$ cat src/rtl/sar_seq_pkg.sv
package sar_seq_pkg;

  typedef enum logic [1:0] {
    NEG_GND  = 2'd0,
    NEG_PAIR = 2'd1,
    NEG_COM  = 2'd2
  } neg_src_e;

  typedef enum logic [1:0] {
    PH_ADDR   = 2'd0,
    PH_CONV   = 2'd1,
    PH_REPLAY = 2'd2,
    PH_DONE   = 2'd3
  } phase_e;

endpackage

$ cat src/rtl/sar_addr_shift.sv
module sar_addr_shift #(
  parameter int ADDR_W = 4
) (
  input  logic              sclk,
  input  logic              cs_n,
  input  logic              shift_en,
  input  logic              din,
  output logic              start_hit,
  output logic [ADDR_W-1:0] word
);

  logic [ADDR_W:0] sr_q;
  logic [ADDR_W:0] sr_nxt;

  assign sr_nxt    = {sr_q[ADDR_W-1:0], din};
  assign start_hit = shift_en && sr_nxt[ADDR_W];
  assign word      = sr_nxt[ADDR_W-1:0];

  always_ff @(posedge sclk or posedge cs_n) begin
    if (cs_n)          sr_q <= '0;
    else if (shift_en) sr_q <= sr_nxt;
  end

  // once the address is taken, din can no longer reach the register
  a_r10_din_ignored: assert property (@(posedge sclk) disable iff (cs_n)
    !shift_en |=> $stable(sr_q));

endmodule

$ cat src/rtl/sar_mux_decode.sv
module sar_mux_decode import sar_seq_pkg::*; #(
  parameter int NUM_CH = 8
) (
  input  logic                      sclk,
  input  logic                      cs_n,
  input  logic                      load,
  input  logic [$clog2(NUM_CH):0]   word,
  output logic [$clog2(NUM_CH)-1:0] pos_ch,
  output logic [$clog2(NUM_CH)-1:0] neg_ch,
  output logic [1:0]                neg_src,
  output logic                      mux_valid
);

  localparam int CH_W   = $clog2(NUM_CH);
  localparam int SEL_W  = CH_W - 1;
  localparam int ADDR_W = CH_W + 1;

  logic            w_single;
  logic            w_odd;
  logic [SEL_W-1:0] w_sel;
  neg_src_e        se_ref;
  neg_src_e        src_d;
  logic [CH_W-1:0] pos_d;
  logic [CH_W-1:0] neg_d;

  assign w_single = word[ADDR_W-1];
  assign w_odd    = word[ADDR_W-2];
  assign w_sel    = word[SEL_W-1:0];

  generate
    if (NUM_CH >= 8) begin : g_common_ref
      assign se_ref = NEG_COM;
    end else begin : g_ground_ref
      assign se_ref = NEG_GND;
    end
  endgenerate

  always_comb begin
    pos_d = {w_sel, w_odd};
    neg_d = {w_sel, ~w_odd};
    src_d = w_single ? se_ref : NEG_PAIR;
  end

  logic [CH_W-1:0] pos_q, neg_q;
  logic [1:0]      src_q;
  logic            val_q;

  always_ff @(posedge sclk or posedge cs_n) begin
    if (cs_n) begin
      pos_q <= '0;
      neg_q <= '0;
      src_q <= NEG_GND;
      val_q <= 1'b0;
    end else if (load && !val_q) begin
      pos_q <= pos_d;
      neg_q <= neg_d;
      src_q <= src_d;
      val_q <= 1'b1;
    end
  end

  assign pos_ch    = pos_q;
  assign neg_ch    = neg_q;
  assign neg_src   = src_q;
  assign mux_valid = val_q;

  // selection stays put for the rest of the transaction
  a_r3_select_held: assert property (@(posedge sclk) disable iff (cs_n)
    val_q |=> (val_q && $stable(pos_q) && $stable(src_q)));

  // a differential partner is always the other member of the same pair
  a_r3_pair_adjacent: assert property (@(posedge sclk) disable iff (cs_n)
    (val_q && src_q == NEG_PAIR) |->
      ((neg_q >> 1) == (pos_q >> 1) && neg_q[0] != pos_q[0]));

endmodule

$ cat src/rtl/sar_search.sv
module sar_search import sar_seq_pkg::*; #(
  parameter int RES_W       = 8,
  parameter bit ORDER_GATED = 1'b1
) (
  input  logic             sclk,
  input  logic             cs_n,
  input  logic             start_hit,
  input  logic             cmp_hi,
  input  logic             order_sel,
  output logic             addr_en,
  output logic             busy,
  output logic [RES_W-1:0] trial,
  output logic             line_en,
  output logic             line_bit
);

  localparam int IDX_W = $clog2(RES_W);
  localparam logic [IDX_W-1:0] TOP_IDX = IDX_W'(RES_W - 1);

  phase_e           ph_q;
  logic [IDX_W-1:0] idx_q;
  logic [RES_W-1:0] trial_q;
  logic [RES_W:0]   rep_q;
  logic [IDX_W-1:0] rcnt_q;
  logic             busy_q, en_q, bit_q;

  logic [RES_W-1:0] decided;
  logic [RES_W-1:0] trial_nxt;
  logic             advance;

  assign advance = !(ORDER_GATED && order_sel);

  always_comb begin
    decided        = trial_q;
    decided[idx_q] = cmp_hi;
    trial_nxt      = decided;
    if (idx_q != '0) trial_nxt[idx_q - 1'b1] = 1'b1;
  end

  always_ff @(posedge sclk or posedge cs_n) begin
    if (cs_n) begin
      ph_q    <= PH_ADDR;
      idx_q   <= '0;
      trial_q <= '0;
      rep_q   <= '0;
      rcnt_q  <= '0;
      busy_q  <= 1'b0;
      en_q    <= 1'b0;
      bit_q   <= 1'b0;
    end else begin
      unique case (ph_q)
        PH_ADDR: begin
          if (start_hit) begin
            ph_q    <= PH_CONV;
            idx_q   <= TOP_IDX;
            trial_q <= {1'b1, {(RES_W-1){1'b0}}};
            busy_q  <= 1'b1;
            en_q    <= 1'b1;
            bit_q   <= 1'b0;
          end
        end
        PH_CONV: begin
          bit_q <= cmp_hi;
          if (idx_q == '0) begin
            trial_q <= decided;
            rep_q   <= {1'b0, decided};
            rcnt_q  <= '0;
            busy_q  <= 1'b0;
            ph_q    <= PH_REPLAY;
          end else begin
            trial_q <= trial_nxt;
            idx_q   <= idx_q - 1'b1;
          end
        end
        PH_REPLAY: begin
          if (advance) begin
            rep_q  <= rep_q >> 1;
            bit_q  <= rep_q[1];
            rcnt_q <= rcnt_q + 1'b1;
            if (rcnt_q == TOP_IDX) ph_q <= PH_DONE;
          end
        end
        default: begin
          ph_q <= PH_DONE;
        end
      endcase
    end
  end

  assign addr_en  = (ph_q == PH_ADDR);
  assign busy     = busy_q;
  assign trial    = trial_q;
  assign line_en  = en_q;
  assign line_bit = bit_q;

  // busy can only rise out of the address phase
  a_r2_busy_from_addr: assert property (@(posedge sclk) disable iff (cs_n)
    $rose(busy_q) |-> ($past(ph_q) == PH_ADDR));

  // the last decision edge ends busy
  a_r6_busy_ends: assert property (@(posedge sclk) disable iff (cs_n)
    (ph_q == PH_CONV && idx_q == '0) |=> !busy_q);

  // a decided bit equals the comparator value seen at its decision edge
  a_r5_bit_kept: assert property (@(posedge sclk) disable iff (cs_n)
    (ph_q == PH_CONV) |=> (trial_q[$past(idx_q)] == $past(cmp_hi)));

  // a held order select freezes the replayed bit
  a_r9_hold_lsb: assert property (@(posedge sclk) disable iff (cs_n)
    (ph_q == PH_REPLAY && !advance) |=> $stable(bit_q));

  // after the replay nothing moves and the line stays low
  a_r10_quiet_end: assert property (@(posedge sclk) disable iff (cs_n)
    (ph_q == PH_DONE) |=> (ph_q == PH_DONE && $stable(trial_q) && !bit_q && !busy_q));

endmodule

$ cat src/rtl/sar_dout_retime.sv
module sar_dout_retime (
  input  logic sclk,
  input  logic cs_n,
  input  logic line_en,
  input  logic line_bit,
  output logic dout,
  output logic dout_oe
);

  logic oe_q, d_q;

  always_ff @(negedge sclk or posedge cs_n) begin
    if (cs_n) begin
      oe_q <= 1'b0;
      d_q  <= 1'b0;
    end else begin
      oe_q <= line_en;
      d_q  <= line_bit;
    end
  end

  assign dout    = d_q;
  assign dout_oe = oe_q;

  // the first driven clock of the output is the settling low
  a_r4_lead_low: assert property (@(posedge sclk) disable iff (cs_n)
    $rose(oe_q) |-> !d_q);

  // the output is never driven without the enable
  a_r1_quiet_off: assert property (@(posedge sclk) disable iff (cs_n)
    !oe_q |-> !d_q);

endmodule

$ cat src/rtl/sar_serial_seq.sv
module sar_serial_seq import sar_seq_pkg::*; #(
  parameter int NUM_CH = 8,
  parameter int RES_W  = 8
) (
  input  logic                      sclk,
  input  logic                      cs_n,
  input  logic                      din,
  input  logic                      cmp_hi,
  input  logic                      order_sel,
  output logic                      dout,
  output logic                      dout_oe,
  output logic                      busy,
  output logic [RES_W-1:0]          trial_code,
  output logic [$clog2(NUM_CH)-1:0] pos_ch,
  output logic [$clog2(NUM_CH)-1:0] neg_ch,
  output logic [1:0]                neg_src,
  output logic                      mux_valid
);

  localparam int CH_W        = $clog2(NUM_CH);
  localparam int ADDR_W      = CH_W + 1;
  localparam bit ORDER_GATED = (NUM_CH >= 8);

  logic              addr_en;
  logic              start_hit;
  logic [ADDR_W-1:0] word;
  logic              line_en, line_bit;

  sar_addr_shift #(.ADDR_W(ADDR_W)) u_addr (
    .sclk      (sclk),
    .cs_n      (cs_n),
    .shift_en  (addr_en),
    .din       (din),
    .start_hit (start_hit),
    .word      (word)
  );

  sar_mux_decode #(.NUM_CH(NUM_CH)) u_mux (
    .sclk      (sclk),
    .cs_n      (cs_n),
    .load      (start_hit),
    .word      (word),
    .pos_ch    (pos_ch),
    .neg_ch    (neg_ch),
    .neg_src   (neg_src),
    .mux_valid (mux_valid)
  );

  sar_search #(.RES_W(RES_W), .ORDER_GATED(ORDER_GATED)) u_search (
    .sclk      (sclk),
    .cs_n      (cs_n),
    .start_hit (start_hit),
    .cmp_hi    (cmp_hi),
    .order_sel (order_sel),
    .addr_en   (addr_en),
    .busy      (busy),
    .trial     (trial_code),
    .line_en   (line_en),
    .line_bit  (line_bit)
  );

  sar_dout_retime u_out (
    .sclk     (sclk),
    .cs_n     (cs_n),
    .line_en  (line_en),
    .line_bit (line_bit),
    .dout     (dout),
    .dout_oe  (dout_oe)
  );

  // selection and busy appear together on the latch edge
  a_r2_latch_with_busy: assert property (@(posedge sclk) disable iff (cs_n)
    $rose(busy) |-> (mux_valid && $rose(mux_valid)));

endmodule

$ cat config.mk
export PLATFORM = sky130hd
export DESIGN_NAME = sar_serial_seq
export DESIGN_NICKNAME = d
export VERILOG_FILES = /design/src/rtl/sar_seq_pkg.sv /design/src/rtl/sar_addr_shift.sv /design/src/rtl/sar_mux_decode.sv /design/src/rtl/sar_search.sv /design/src/rtl/sar_dout_retime.sv /design/src/rtl/sar_serial_seq.sv
export SDC_FILE = /design/constraint.sdc
export NUM_CORES = 1
export LEC_CHECK = 0
export ABC_AREA = 1
export BUFFER_PORTS_ARGS = -buffer_cell sky130_fd_sc_hd__buf_2
export CELL_PAD_IN_SITES_DETAIL_PLACEMENT = 1
export CELL_PAD_IN_SITES_GLOBAL_PLACEMENT = 1
export CORE_MARGIN = 3
export CORE_UTILIZATION = 46
export CTS_CLUSTER_SIZE = 14
export DETAILED_ROUTE_END_ITERATION = 12
export GPL_TIMING_DRIVEN = 1
export HOLD_SLACK_MARGIN = 0.1
export PLACE_DENSITY_LB_ADDON = 0.1
export SLEW_MARGIN = 5
export SYNTH_ARGS = -nofsm -noshare
export SYNTH_HDL_FRONTEND = slang
export SYNTH_SLANG_ARGS = --single-unit
$ cat constraint.sdc
create_clock -name sclk -period 4.45 [get_ports sclk]
set_input_delay 0.445 -clock sclk [delete_from_list [all_inputs] [get_ports sclk]]
set_output_delay 0.445 -clock sclk [all_outputs]
set_load 0.01 [all_outputs]
* After elaboration in Yosys (flattened, before gate mapping) *
Index checks and enable logic that the tools add are counted.

word-level totals
  bits in registers = 43
  bits in latches = 0
  memory bits (writable) = 0
  ROM bits = 0
  output and inout port bits = 20
  word-level logic and storage cells = 79
  memories kept = 0

operators by class
  add/sub/neg operators = 2
  multipliers = 0
  div/mod/pow operators = 0
  order comparisons = 4
  equality and inequality tests = 8
  shift operators = 0
  muxes and demuxes = 30
  bitwise operators = 2
  reduce and logical (&&, ||, !) cells = 18

operator list
  cell                   count
  $mux W8                3
  $mux W9                2
  $pmux W9 S2            1
  $pmux W8 S2            1
  $mux W3                4
  $pmux W3 S2            2
  $reduce_and A3 Y1      4
  $mux W2                5
  $bwmux W8              1
  $lt A3 B4 Y1 const B   2
  $or A8 B8 Y8           1
  $demux W1 S3           2
  $ge A3 B1 Y1 const B   2
  $mux W1                6
  $ne A2 B1 Y1 const B   3
  $pmux W2 S3            1
  $reduce_bool A3 Y1     2
  $logic_and A1 B1 Y1    4
  $ne A2 B2 Y1 const B   2
  $reduce_and A2 Y1      2
  $reduce_and A4 Y1      1
  $reduce_bool A2 Y1     2
  $add A3 B1 Y3 const B  1
  $eq A3 B3 Y1 const B   1
  other kinds (9)        9

* Logic depth before layout (Yosys ltp) *
  word-level depth = 9
  gate-level depth with buffers = 10

* Cells and area by module *
From an unflattened synthesis, not the netlist that was laid out.

second synthesis, totals
  cell total of the unflattened synthesis = 282
  area, all modules = 2,184.6 um^2

by module, submodules not included
  module           times used  cells each  area each (um^2)  sequential area each (um^2)
  sar_search       1           222         1,645.3           650.6
  sar_mux_decode   1           33          295.3             175.2
  sar_addr_shift   1           24          190.2             100.1
  sar_dout_retime  1           3           53.8              50.0

==> results by stage <==
Clock tree:
- Post-CTS repair changed the size of 0 cells.
- After clock tree synthesis, the clock-pin slew on the worst setup and hold paths is about 0.070 ns.
- The tree is rooted in a sky130_fd_sc_hd__clkbuf_8.
- The source-to-sink clock delay at the later pin of the worst-skew pair is 0.29 ns.
- The setup fix buffers added after clock tree synthesis is 0.
- The CTS sink count is 39.
- TritonCTS built the clock tree.
- The clock tree synthesis step divided the H-tree into 2 levels.
- The total CTS buffers is 5.
- The number of buffers inserted by hold repair at cts is 0.
- The longest clock path from root to sink contains 2 buffers.

GRT:
- The number of global-route vias before repair is about 1900.
- Global routing consumed, on the met1 layer, ~25% of the routing resources.
- The met2 track demand over resource in global routing is a little over a third.
- The number of antenna violations at the first check in global routing came to 0.
- The first global-routing pass estimated 8680 µm of wire.
- Global routing used between 20% and 30% of the available tracks across all layers.
- The routing layer with the top usage in global route is met2.
- The largest net degree at the start of global routing is 40.
- The total overflow left after global routing is 0.
- For met3 alone, demand over resource in global routing was under 10%.

Floorplan:
- The number of core rows is 24.
- The floorplan step defined a die boundary enclosing approximately 5500 µm².
- The die height is 74.1 µm.
- The placeable core region is 4410 µm².
- The initial utilization of the core area, before any placement, comes to roughly 48%.
- The horizontal die dimension is 74.1 µm.
- The number of ports placed on the die boundary is 25.

Final layout:
- From synthesis to final layout, the design area changed by 9.85%.
- The fraction of layout cells with a size suffix above 1 is 16.2%.
- The fill cell total of the finished layout is 573.
- The most common cell after layout, fill and taps aside is sky130_fd_sc_hd__nand2_1.
- The net count of the finished layout is 309.
- The top cell types in the final layout, fill and taps aside, are sky130_fd_sc_hd__nand2_1 (103), sky130_fd_sc_hd__dfrtp_1 (37), sky130_fd_sc_hd__inv_1 (24), sky130_fd_sc_hd__nand3_1 (24), sky130_fd_sc_hd__buf_2 (24).
- Excluding fillers, the count of instances in the completed layout stands at 349.
- Summing all non-filler instances in the final layout gives an area of about 2300 µm².
- Summing all flip-flop and latch instances after layout gives roughly 980 µm².
- The count of inserted antenna diode cells is 0.
- The multi-input combinational cell area is 983 µm².

Synthesis:
- The cell area that synthesis handed to floorplanning was 2130 µm².
- The fraction of synthesis flops using an asynchronous set or reset pin is 100%.
- The register area share after synthesis is about 46%.
- The share of the synthesized area in the top cell type is a little over two fifths.
- By area the synthesized netlist is led by sky130_fd_sc_hd__dfrtp_1 (43%), sky130_fd_sc_hd__nand2_1 (18%), sky130_fd_sc_hd__nand3_1 (5.6%).
- The dominant cell type by area after synthesis is sky130_fd_sc_hd__dfrtp_1.
- Counting flops and latches in the post-synthesis netlist gives 39.
- Averaged over all synthesized cells, the footprint is between 7 and 8 µm².
- The gate count of the mapped netlist is 274.
- Among all flip-flop cells after synthesis, the most frequent one is sky130_fd_sc_hd__dfrtp_1.
- The number of enable flip-flop cells after synthesis is 0.
- The Yosys step of the flow raised 0 warnings.
- The number of different library cells used by synthesis comes to 25.
- Synthesis produced a netlist with a net count of roughly 290.

STA:
- Setup violations remaining at the end of the flow were counted as 0.
- The actual transition at the worst max-transition pin is roughly 0.5 ns.
- The relative max-transition margin is approximately 66%.
- The number of pins exceeding their max-slew limit in the final report came to 0.
- Summed over all failing endpoints, the final setup total negative slack is 0 ns.
- The count of final hold-check violations is 0.
- The final worst clock skew is a little over 0.006 ns.
- Setup repair after global routing left no endpoint under its margin.

Critical path:
- Traced cell by cell, the critical path runs through buf_2.
- STA classifies the critical path startpoint as a register.
- The worst register-to-register path has a setup slack of approximately 1.7 ns.
- For the worst setup path, the data required time is roughly 4.0 ns.
- The critical path depth in cells is 1.
- The cell type of the slowest stage on the worst timing path is sky130_fd_sc_hd__dfrtn_1.
- The family with the most delay on the worst path is flip-flops.
- The critical path is of the reg2out type.
- The count of buffering cells on the critical path with inverters included is 1.
- Measured in cells, the most critical reg-to-reg path has a length of 0.
- For the worst setup path, the data arrival time is 3.02 ns.
- Along the worst path, the maximum fanout reaches 1.
- STA classifies the critical path endpoint as a primary output.
- The biggest cell delay along the critical path is between 0.3 and 0.4 ns.

Power:
- The static leakage power is around 1.3 nW.
- For this design the ratio of total power to cell area is about 750 nW/µm².
- The worst-case IR drop observed on VDD is 0.299 mV.
- The overall power is ~0.0018 W.

Drt:
- For this run, design rule violations remaining after detail routing come to 0.
- The post-route antenna net violation count is 0.
- The routed via count is between 1500 and 2000.
- The routed via count divided by cell count is ~5.
- The number of optimization iterations in the first detailed-route pass is 4.
- After detailed routing, the average wire length per cell comes to between 10 and 15 µm.
- After the first detailed-routing iteration, the DRC count stood at between 40 and 50.
- After detailed routing, the total wire length is between 4000 and 5000 µm.

Placed design:
- The quantity of I/O buffers inserted on ports is 24.
- The cell count after placement is between 300 and 400.
- Summing all placed instances gives a cell area of around 2300 µm².
- The placer congestion estimate is approximately 0.84.
- The wire-length estimate of the detail-placed layout is 3570 µm.

Job:
- The max-capacitance violation count is 0.

Run status:
- The flow ran to the end, and the final reports show no timing, DRC or antenna violations.

Worst hold path:
- The worst hold path class is in2async.
[metal layers]
metal / wire length [µm] / vias to the layer above
met3: 161 / 13
met5: 0 / -
met1: 2180 / 846
li1: - / 901
met2: 2470 / 32
met4: 91 / 0
[logic make-up (layout without fill, tap and decap cells)]
group,Yosys count,count (layout),synth area share [%]
compound gates,26,26,7.51
flops,39,39,45.7
buf+inv,36,59,8.15
fa+ha+maj,8,8,4.69
simple gates,165,165,33.9
[state kept, by name, summed over array words and instances (netlist names), 2 cells and up]
name,cells
u_search.idx_q,3
u_mux.neg_src,2
u_search.ph_q,2
u_addr.sr_q,4
u_mux.neg_ch,3
u_search.rcnt_q,3
u_search.trial,8
u_search.rep_q,7
[path summary, 6_finish.rpt]
kind / from / endpoint
min in group sclk: din / u_mux.neg_ch[1]
worst max-delay path: u_out.dout / dout
max in group asynchronous: cs_n / u_out.dout_oe
worst min-delay path: cs_n / u_search.rcnt_q[2]
worst min register to register: u_addr.sr_q[1] / u_mux.neg_ch[0]
worst max register to register: u_search.line_bit / u_out.dout
[per-stage QoR]
step / setup WS, ns / hold slack [ns] / util, %
2_1_floorplan: 0.982 / 0.431 / -
3_3_place_gp: 1.30 / 0.444 / 51.0
3_5_place_dp: 1.30 / 0.461 / 51.0
4_1_cts: 0.984 / 0.296 / 53.1
5_1_grt: 0.940 / 0.317 / 53.1
6_report: 0.990 / 0.271 / 53.1
[synth_stat cells (all sizes together), types with 2 or more instances]
master,count
dfrtp,37
nand4,6
nor2,25
dfrtn,2
nand2,107
a21oi,5
ha,8
o21ai,21
nand3,25
buf,10
inv,26
[final cells by class]
cell class | count | area share [%]
Tap cell | 52 | 2.78
Inverter | 26 | 4.27
Clock buffer | 7 | 3.68
Sequential cell | 39 | 41.6
Timing Repair Buffer | 25 | 5.45
Clock inverter | 1 | 0.214
Multi-Input combinational cell | 199 | 42.0
[power breakdown]
part / switching [W] / total, W / internal (W)
Clock: 0.000123 / 0.000248 / 0.000125
Sequential: 0.000113 / 0.000591 / 0.000478
Combinational: 0.000617 / 0.000918 / 0.000301
Total: 0.000853 / 0.00176 / 0.000904
Power figures use the tool's default switching activity.
